[src/rtl/icc_pkg.sv]
package icc_pkg;
   typedef enum logic [2:0] {
      OP_LDA = 3'd0, OP_ADD = 3'd1, OP_AND = 3'd2, OP_STA = 3'd3,
      OP_JMP = 3'd4, OP_ENI = 3'd5, OP_RET = 3'd6, OP_NOP = 3'd7
   } op_e;

   typedef enum logic [2:0] {
      CL_LOAD, CL_STORE, CL_JUMP, CL_ENA, CL_RET, CL_IDLE
   } cls_e;

   typedef enum logic [1:0] {MA_PC, MA_FLD, MA_MBR, MA_SAVE} mar_e;
   typedef enum logic [1:0] {PS_INC, PS_FLD, PS_MBR, PS_VEC} pcs_e;

   typedef struct packed {
      logic ld_mar;
      mar_e mar_src;
      logic ld_mbr;
      logic ld_ir;
      logic ld_pc;
      pcs_e pc_src;
      logic ld_acc;
      logic ie_set;
      logic ie_clr;
      logic wsel_pc;
      logic mem_rd;
      logic mem_wr;
      logic int_ack;
   } ctl_t;
endpackage

[src/rtl/icc_ctrl.sv]
module icc_ctrl
   import icc_pkg::*;
(
   input  logic clk,
   input  logic rst_n,
   input  logic ind_i,
   input  cls_e cls_i,
   input  logic irq_i,
   input  logic ie_i,
   input  logic rdy_i,
   output ctl_t ctl_o
);
   typedef enum logic [3:0] {
      S_FA, S_FR, S_FI, S_DEC, S_IA, S_IR, S_XA, S_XR,
      S_XALU, S_XRET, S_XW, S_XJ, S_XOP, S_CHK, S_INTA, S_INTW
   } st_e;

   st_e  st, nxt;
   ctl_t c;
   logic uses_ea;

   assign uses_ea = (cls_i == CL_LOAD) || (cls_i == CL_STORE) || (cls_i == CL_JUMP);

   always_ff @(posedge clk or negedge rst_n) begin
      if (!rst_n) st <= S_FA;
      else        st <= nxt;
   end

   always_comb begin
      c   = '0;
      nxt = st;
      case (st)
         S_FA: begin
            c.ld_mar  = 1'b1;
            c.mar_src = MA_PC;
            nxt       = S_FR;
         end
         S_FR: begin
            c.mem_rd = 1'b1;
            if (rdy_i) begin
               c.ld_mbr = 1'b1;
               c.ld_pc  = 1'b1;
               c.pc_src = PS_INC;
               nxt      = S_FI;
            end
         end
         S_FI: begin
            c.ld_ir = 1'b1;
            nxt     = S_DEC;
         end
         S_DEC: begin
            if (ind_i && uses_ea) nxt = S_IA;
            else begin
               case (cls_i)
                  CL_LOAD, CL_STORE, CL_RET: nxt = S_XA;
                  CL_JUMP:                   nxt = S_XJ;
                  default:                   nxt = S_XOP;
               endcase
            end
         end
         S_IA: begin
            c.ld_mar  = 1'b1;
            c.mar_src = MA_FLD;
            nxt       = S_IR;
         end
         S_IR: begin
            c.mem_rd = 1'b1;
            if (rdy_i) begin
               c.ld_mbr = 1'b1;
               nxt      = (cls_i == CL_JUMP) ? S_XJ : S_XA;
            end
         end
         S_XA: begin
            c.ld_mar = 1'b1;
            if (cls_i == CL_RET) c.mar_src = MA_SAVE;
            else                 c.mar_src = ind_i ? MA_MBR : MA_FLD;
            nxt = (cls_i == CL_STORE) ? S_XW : S_XR;
         end
         S_XR: begin
            c.mem_rd = 1'b1;
            if (rdy_i) begin
               c.ld_mbr = 1'b1;
               nxt      = (cls_i == CL_RET) ? S_XRET : S_XALU;
            end
         end
         S_XALU: begin
            c.ld_acc = 1'b1;
            nxt      = S_CHK;
         end
         S_XRET: begin
            c.ld_pc  = 1'b1;
            c.pc_src = PS_MBR;
            c.ie_set = 1'b1;
            nxt      = S_CHK;
         end
         S_XW: begin
            c.mem_wr = 1'b1;
            if (rdy_i) nxt = S_CHK;
         end
         S_XJ: begin
            c.ld_pc  = 1'b1;
            c.pc_src = ind_i ? PS_MBR : PS_FLD;
            nxt      = S_CHK;
         end
         S_XOP: begin
            c.ie_set = (cls_i == CL_ENA);
            nxt      = S_CHK;
         end
         S_CHK: nxt = (irq_i && ie_i) ? S_INTA : S_FA;
         S_INTA: begin
            c.ld_mar  = 1'b1;
            c.mar_src = MA_SAVE;
            c.int_ack = 1'b1;
            c.ie_clr  = 1'b1;
            nxt       = S_INTW;
         end
         S_INTW: begin
            c.mem_wr  = 1'b1;
            c.wsel_pc = 1'b1;
            if (rdy_i) begin
               c.ld_pc  = 1'b1;
               c.pc_src = PS_VEC;
               nxt      = S_FA;
            end
         end
         default: nxt = S_FA;
      endcase
   end

   assign ctl_o = c;

   assert_strobe_excl_R4: assert property (@(posedge clk) disable iff (!rst_n)
      !(ctl_o.mem_rd && ctl_o.mem_wr));
   assert_rd_hold_R3: assert property (@(posedge clk) disable iff (!rst_n)
      (ctl_o.mem_rd && !rdy_i) |=> ctl_o.mem_rd);
   assert_wr_hold_R3: assert property (@(posedge clk) disable iff (!rst_n)
      (ctl_o.mem_wr && !rdy_i) |=> ctl_o.mem_wr);
endmodule

[src/rtl/icc_dpath.sv]
module icc_dpath
   import icc_pkg::*;
#(
   parameter int DW        = 16,
   parameter int AW        = 16,
   parameter int FLD_W     = 12,
   parameter int VEC_ADDR  = 16'h0100,
   parameter int SAVE_ADDR = 16'h00FF
)(
   input  logic          clk,
   input  logic          rst_n,
   input  ctl_t          ctl_i,
   input  logic          rdy_i,
   input  logic [DW-1:0] mem_rdata,
   output logic [AW-1:0] mem_addr,
   output logic [DW-1:0] mem_wdata,
   output logic          ind_o,
   output cls_e          cls_o,
   output logic          ie_o,
   output logic [DW-1:0] acc_o,
   output logic [AW-1:0] pc_o
);
   localparam int OPW   = 3;
   localparam int IND_B = DW - OPW - 1;
   localparam logic [AW-1:0] VEC  = AW'(VEC_ADDR);
   localparam logic [AW-1:0] SAVE = AW'(SAVE_ADDR);

   if (AW > DW) begin : g_bad_aw
      $error("address width exceeds data width");
   end
   if (FLD_W > IND_B || FLD_W > AW) begin : g_bad_fld
      $error("address field does not fit");
   end

   logic [AW-1:0] pc, mar, fld_ext, mbr_addr;
   logic [DW-1:0] mbr, ir, acc, pc_word;
   logic          ie;
   op_e           op;

   if (AW > FLD_W) begin : g_fld_ext
      assign fld_ext = {{(AW-FLD_W){1'b0}}, mbr[FLD_W-1:0]};
   end else begin : g_fld_full
      assign fld_ext = mbr[FLD_W-1:0];
   end

   if (DW > AW) begin : g_pc_ext
      assign pc_word = {{(DW-AW){1'b0}}, pc};
   end else begin : g_pc_full
      assign pc_word = pc;
   end

   assign mbr_addr = mbr[AW-1:0];
   assign op       = op_e'(ir[DW-1 -: OPW]);
   assign ind_o    = ir[IND_B];

   always_comb begin
      case (op)
         OP_LDA, OP_ADD, OP_AND: cls_o = CL_LOAD;
         OP_STA:                 cls_o = CL_STORE;
         OP_JMP:                 cls_o = CL_JUMP;
         OP_ENI:                 cls_o = CL_ENA;
         OP_RET:                 cls_o = CL_RET;
         default:                cls_o = CL_IDLE;
      endcase
   end

   always_ff @(posedge clk or negedge rst_n) begin
      if (!rst_n) begin
         pc  <= '0;
         mar <= '0;
         mbr <= '0;
         ir  <= '0;
         acc <= '0;
         ie  <= 1'b0;
      end else begin
         if (ctl_i.ld_mar) begin
            case (ctl_i.mar_src)
               MA_PC:   mar <= pc;
               MA_FLD:  mar <= fld_ext;
               MA_MBR:  mar <= mbr_addr;
               default: mar <= SAVE;
            endcase
         end
         if (ctl_i.ld_mbr) mbr <= mem_rdata;
         if (ctl_i.ld_ir)  ir  <= mbr;
         if (ctl_i.ld_pc) begin
            case (ctl_i.pc_src)
               PS_INC:  pc <= pc + AW'(1);
               PS_FLD:  pc <= fld_ext;
               PS_MBR:  pc <= mbr_addr;
               default: pc <= VEC;
            endcase
         end
         if (ctl_i.ld_acc) begin
            case (op)
               OP_LDA:  acc <= mbr;
               OP_ADD:  acc <= acc + mbr;
               OP_AND:  acc <= acc & mbr;
               default: acc <= acc;
            endcase
         end
         if (ctl_i.ie_clr)      ie <= 1'b0;
         else if (ctl_i.ie_set) ie <= 1'b1;
      end
   end

   assign mem_addr  = mar;
   assign mem_wdata = ctl_i.wsel_pc ? pc_word : acc;
   assign ie_o      = ie;
   assign acc_o     = acc;
   assign pc_o      = pc;

   assert_addr_hold_R3: assert property (@(posedge clk) disable iff (!rst_n)
      ((ctl_i.mem_rd || ctl_i.mem_wr) && !rdy_i) |=> $stable(mar));
   assert_ack_entry_R8: assert property (@(posedge clk) disable iff (!rst_n)
      ctl_i.int_ack |=> (ctl_i.mem_wr && ctl_i.wsel_pc && mar == SAVE && !ie));
   assert_ack_ie_R9: assert property (@(posedge clk) disable iff (!rst_n)
      ctl_i.int_ack |-> ie);
endmodule

[src/rtl/instr_cycle_ctl.sv]
module instr_cycle_ctl
   import icc_pkg::*;
#(
   parameter int DW        = 16,
   parameter int AW        = 16,
   parameter int FLD_W     = 12,
   parameter int VEC_ADDR  = 16'h0100,
   parameter int SAVE_ADDR = 16'h00FF
)(
   input  logic          clk,
   input  logic          rst_n,
   input  logic          irq,
   input  logic [DW-1:0] mem_rdata,
   input  logic          mem_rdy,
   output logic [AW-1:0] mem_addr,
   output logic          mem_rd,
   output logic          mem_wr,
   output logic [DW-1:0] mem_wdata,
   output logic          int_ack,
   output logic [DW-1:0] acc_out,
   output logic [AW-1:0] pc_out,
   output logic          ie_out
);
   ctl_t ctl;
   logic ind;
   cls_e cls;
   logic ie;

   icc_ctrl u_ctrl (
      .clk   (clk),
      .rst_n (rst_n),
      .ind_i (ind),
      .cls_i (cls),
      .irq_i (irq),
      .ie_i  (ie),
      .rdy_i (mem_rdy),
      .ctl_o (ctl)
   );

   icc_dpath #(
      .DW(DW), .AW(AW), .FLD_W(FLD_W),
      .VEC_ADDR(VEC_ADDR), .SAVE_ADDR(SAVE_ADDR)
   ) u_dp (
      .clk       (clk),
      .rst_n     (rst_n),
      .ctl_i     (ctl),
      .rdy_i     (mem_rdy),
      .mem_rdata (mem_rdata),
      .mem_addr  (mem_addr),
      .mem_wdata (mem_wdata),
      .ind_o     (ind),
      .cls_o     (cls),
      .ie_o      (ie),
      .acc_o     (acc_out),
      .pc_o      (pc_out)
   );

   assign mem_rd  = ctl.mem_rd;
   assign mem_wr  = ctl.mem_wr;
   assign int_ack = ctl.int_ack;
   assign ie_out  = ie;
endmodule

[config.mk]
export PLATFORM = sky130hd
export DESIGN_NAME = instr_cycle_ctl
export DESIGN_NICKNAME = d
export VERILOG_FILES = /design/src/rtl/icc_pkg.sv /design/src/rtl/icc_ctrl.sv /design/src/rtl/icc_dpath.sv /design/src/rtl/instr_cycle_ctl.sv
export SDC_FILE = /design/constraint.sdc
export NUM_CORES = 1
export LEC_CHECK = 0
export ABC_AREA = 1
export BUFFER_PORTS_ARGS = -buffer_cell sky130_fd_sc_hd__buf_4
export CORE_MARGIN = 2
export CORE_UTILIZATION = 55
export CTS_CLUSTER_SIZE = 28
export DETAILED_ROUTE_END_ITERATION = 16
export PLACE_DENSITY_LB_ADDON = 0.08
export SYNTH_ARGS = -nofsm -noshare
export SYNTH_HDL_FRONTEND = slang
export SYNTH_SLANG_ARGS = --single-unit
[constraint.sdc]
create_clock -name clk -period 2.3 [get_ports clk]
set_clock_uncertainty 0.15 [all_clocks]
set_input_delay 0.23 -clock clk [delete_from_list [all_inputs] [get_ports clk]]
set_output_delay 0.23 -clock clk [all_outputs]
set_load 0.02 [all_outputs]
Word-level counts from Yosys, hierarchy flattened
Cells that the tools add are included.
{"block": "word_totals", "reg_bits": 85, "input_bits": 20, "wordCells": 96}
{"block": "op_classes", "addsub": 2, "n_bitwise": 1, "mux": 34, "n_reduce_logical": 18, "eq_ne": 34}
{"op": "one-hot mux 16 bit (3 select lines)", "n": 3}
{"op": "one-hot mux 4 bit (13 select lines)", "n": 1}
{"op": "2-to-1 mux 4 bit", "n": 9}
{"op": "equality test 4 bit (second input constant)", "n": 8}
{"op": "one-hot mux 3 bit (4 select lines)", "n": 2}
{"op": "adder 16 x 1 -> 16 bit (second input constant)", "n": 1}
{"op": "adder 16 bit", "n": 1}
{"op": "AND 16 bit", "n": 1}
{"op": "equality test 4 x 3 -> 1 bit (second input constant)", "n": 4}
{"op": "2-to-1 mux 16 bit", "n": 1}
{"op": "one-hot mux 3 bit (5 select lines)", "n": 1}
{"op": "equality test 3 x 2 -> 1 bit (second input constant)", "n": 4}
{"op": "equality test 3 bit (second input constant)", "n": 4}
{"op": "2-to-1 mux 1 bit", "n": 11}
{"op": "inequality test 2 bit (second input constant)", "n": 5}
{"op": "OR reduction 3 bit", "n": 3}
{"op": "equality test 4 x 2 -> 1 bit (second input constant)", "n": 2}
{"op": "one-hot mux 4 bit (2 select lines)", "n": 1}
{"op": "equality test 3 x 1 -> 1 bit (second input constant)", "n": 2}
{"op": "zero test 3 bit", "n": 2}
{"op": "2-to-1 mux 3 bit", "n": 2}
{"op": "AND reduction 5 bit", "n": 1}
{"op": "equality test 2 x 1 -> 1 bit (second input constant)", "n": 2}
{"op": "equality test 2 bit (second input constant)", "n": 2}
{"op": "12 further kinds", "n": 16}

Longest topological paths before layout
{"block": "depth", "word_depth": 9, "mapped_depth": 11}

Modules after synthesis
Synthesis repeated with hierarchy kept, for this count alone.
{"block": "hier_totals", "hier_cells": 777, "area_unflattened_um2": 5237.5}
{"module": "icc_dpath", "instances": 1, "seq_area_each_um2": 1726.7, "area_per_inst_um2": 4604.4, "cells_per_inst": 656}
{"module": "icc_ctrl", "instances": 1, "seq_area_each_um2": 100.1, "area_per_inst_um2": 633.1, "cells_per_inst": 121}

Worst setup path after synthesis
OpenSTA, ideal clock, no wires.
{"block": "synth_path", "kind": "flip-flop to flip-flop", "start": "register u_dp.acc[0], in the netlist u_dp.acc_o[0]", "end": "register u_dp.acc[6], in the netlist u_dp.acc_o[6]", "arrival_time_ns": 1.722, "slack_ns": 0.299, "period_less_slack_ns": 2.001, "stages_incl_launch_ff": 8, "setup_ns": 0.129, "required_time_ns": 2.021, "path_cell_list": "dfrtp_1 ha_1 fa_1 nand2_1 nand3_1 or2_2 nand3_1 a22oi_1"}
{"block": "synth_between", "elab_chain_len": 2}
{"item": "from (decl)", "line": "icc_dpath.sv:36", "text": "logic [DW-1:0] mbr, ir, acc, pc_word;"}
{"item": "from (signal assigned)", "line": "icc_dpath.sv:96", "text": "OP_LDA: acc <= mbr;"}
{"item": "from (signal assigned)", "line": "icc_dpath.sv:97", "text": "OP_ADD: acc <= acc + mbr;"}
{"item": "from (signal assigned)", "line": "icc_dpath.sv:98", "text": "OP_AND: acc <= acc & mbr;"}
{"item": "adder 16 bit", "line": "icc_dpath.sv:97"}
{"item": "one-hot mux 16 bit (3 select lines)", "line": "icc_dpath.sv:95", "text": "case (op)"}
Every way passes these cells.
A chain may end at the register's enable or synchronous reset.

Worst setup path after layout
{"block": "layout_path", "start": "register u_ctrl.st[3]", "end": "output mem_wdata[6]"}
{"block": "layout_between", "elab_chain_len": 3}
{"item": "from (decl)", "line": "icc_ctrl.sv:18", "text": "st_e st, nxt;"}
{"item": "from (signal assigned)", "line": "icc_ctrl.sv:26", "text": "else st <= nxt;"}
{"item": "equality test 4 bit", "line": "icc_ctrl.sv:32", "text": "case (st)"}
{"item": "2-to-1 mux 1 bit", "line": "icc_ctrl.sv:32"}
{"item": "2-to-1 mux 16 bit", "line": "icc_dpath.sv:108", "text": "assign mem_wdata = ctl_i.wsel_pc ? pc_word : acc;"}
{"item": "to (decl)", "line": "instr_cycle_ctl.sv:18", "text": "output logic [DW-1:0] mem_wdata,"}
Every way passes these cells.

==> flow_metrics.tcl <==
set metrics [dict create \
    async_flop_share_pct 100 \
    synth_xor_xnor_area_share_pct 1.02 \
    hold_viol_final 0 \
    final_cell_mix "nand2_1 (203), inv_1 (106), buf_4 (99)" \
    r2r-end "u_dp.pc_o[2]" \
    fill_cells 791 \
    antenna_cells 0 \
    multi_input_area_mm2 0.00279 \
    final-setup-viol-count 0 \
    numCtsBuffers 9 \
    routedWlPerCell_um 17.3 \
    p_leak_uw 0.00330 \
    stdcell_count 992 \
    routed_via_density 5.77 \
    synth_fa_ha_area_share_pct 4.54 \
    stdcell_area_mm2 0.00635 \
    min_period_ns 2.20 \
    reg2reg_from "u_ctrl.st[2]" \
    clock-sinks 73 \
    cp-startpoint "u_ctrl.st[3]" \
    gp_congestion 0.969 \
    fin_tns_setup_ns 0 \
    die_h_um 101 \
    placedInstanceArea_mm2 0.00596 \
    synth_seq_cells 73 \
    synth-compound-area-share_pct 16.5 \
    die-area_mm2 0.0101 \
    r2r_cells 9 \
    cts_tree "yes" \
    fmax_mhz 454 \
    synthDistinctLibCells 38 \
    yosysSeqAreaShare_pct 35.6 \
    post_cts_buffers 0 \
    final_common_cell "nand2_1" \
    critPathRequiredTime_ns 1.92 \
    cp_max_fo 20 \
    ys.flop_type "dfrtp_1" \
    drt_pass1_iterations 7 \
    arrival_ns 1.82 \
    cts-root-buf "clkbuf_8" \
    grt_overflow_total 0 \
    cp-end-kind "primary output" \
    clk_pin_slew_ns 0.08 \
    die_w_um 101 \
    grt_pass1_wl_um 27200 \
    drc 0 \
    drv_slew 0 \
    start_kind "flip-flop" \
    routed_wirelength_um 17100 \
    cts_buffer_depth 2 \
    grt_max_degree 53 \
    rows 35 \
    clk_latency_ns 0.36 \
    drive_gt1_share_pct 16.8 \
    reg2reg_slack_ns 0.17 \
    antenna_found_initial 0 \
    drtAntennaViolNets 0 \
    cts_htree_levels 3 \
    worst_pin_slew_ns 0.579 \
    port_buffers 87 \
    relSlewSlack_pct 61.3 \
    rsz0062_at_grt "no" \
    regArea_mm2 0.00183 \
    synth_top_family_by_area "simple AND/OR/NAND/NOR gates" \
    area_growth_pct 23.8 \
    initial_core_util_pct 56.1 \
    synthCells 765 \
    period_share_pct 95.7 \
    cp-endpoint "mem_wdata[6]" \
    hpwl_um 13000 \
    avgSynthCellArea_um2 6.71 \
    synthSimpleGateAreaFrac_pct 32.1 \
    power_per_cell_area_mw_per_mm2 1780 \
    fin_nets 914 \
    core-area_mm2 0.00915 \
    muxShareOfSynthArea_pct 0.219 \
    path_class "reg2out" \
    ir_drop_uv 986 \
    outcome "finished clean" \
    netlist_area_mm2 0.00513 \
    ios 88 \
    vias 5721 \
    synth_edf_count 0 \
    first_global_vias 5402 \
    placedCellCount 959 \
    syn_nets 803 \
    fin_hold_ws_ns 0.159 \
    initialDrtViolationCount 408 \
    hp-class "in2async" \
    grt_usage_pct 34.6 \
    cap_violations 0 \
    ys_warn_count 0 \
]
[per-stage QoR]
stage          total power, uW  util, %  setup WS, ns
2_1_floorplan             7470        -         0.299
3_3_place_gp              9800     65.1         0.232
3_5_place_dp              9970     65.1         0.201
4_1_cts                  11200     69.2         0.138
5_1_grt                  12200     69.4        0.0247
6_report                 11300     69.4        0.0985
[registers in the layout, summed over array words and instances (netlist names)]
register       cells
u_dp.pc_o         16
u_dp.ie_o          1
u_dp.acc_o        16
u_dp.ir            4
u_dp.mem_addr     16
u_ctrl.st          4
u_dp.mbr          16
[layout make-up]
cell class                 count  area share (%)
tap                          111            2.19
timing repair buffer         118            15.0
inverter                     112            6.66
sequential                    73            28.8
clock inverter                 6            1.42
clock buffer                  10            2.01
multi-input combinational    562            43.9
[where the power goes]
| group | internal, uW | switching [uW] | leakage (uW) |
|---|---|---|---|
| combinational | 2680 | 4710 | 0.00233 |
| clock | 618 | 555 | 0.000107 |
| sequential | 1910 | 860 | 0.000859 |
| total | 5200 | 6120 | 0.00330 |
[critical path: stages (launching register included)]
cell     delay, ns
dfrtp_1       0.51
nand2_2       0.13
nor2_2        0.15
buf_4         0.22
nand2_1       0.06
o21ai_0       0.17
buf_4         0.22
[synthesized netlist by cell type (all sizes together) (2+ instances only)]
cell type    n  area [um^2]
nand2      214          851
inv        112          423
nor2        96          385
dfrtp       73         1830
o21ai       61          309
nand3       52          260
a21oi       48          252
ha          17          213
o22ai       15         93.8
buf         14         80.1
nor3        11         60.1
nand4        9         56.3
a22oi        7         52.6
o211ai       7         52.6
a31oi        6         37.5
xor2         5         43.8
a211oi       4         30.0
clkbuf       4         15.0
or2          3         18.8
a32oi        2         17.5
[metal layers]
metal	up-vias	share of wire [%]	wire length [um]	track usage, %
met5	-	0	0	0
met4	0	3.2	540	13.7
met3	39	7.8	1330	4.58
met2	266	48	8220	58.1
met1	2706	41	7030	45.1
li1	2710	-	-	-
[worst min path at each step]
stage	end	slack (ns)	depth (start not counted)
after floorplan	u_ctrl.st[0]	-0.22	0
after global placement	u_ctrl.st[2]	0.005	1
after detailed placement	u_ctrl.st[2]	0.006	1
after CTS	u_dp.mbr[6]	0.007	3
after global routing	u_ctrl.st[2]	0.20	2
final	u_ctrl.st[2]	0.16	2
[kinds of logic after synthesis]
kind of cell             Yosys count
adder cells (fa/ha/maj)           18
buffers and inverters            130
XOR/XNOR                           6
flip-flops                        73
AND/OR/NAND/NOR                  387
multiplexers                       1
AO/OA/AOI/OAI                    150
[what timing repair did]
action                     CTS  global route
hold endpoints to repair    63             1
setup endpoints to repair    0             2
resized for setup            0             2
hold buffers                16             1
(Power assumes the default switching activity.)
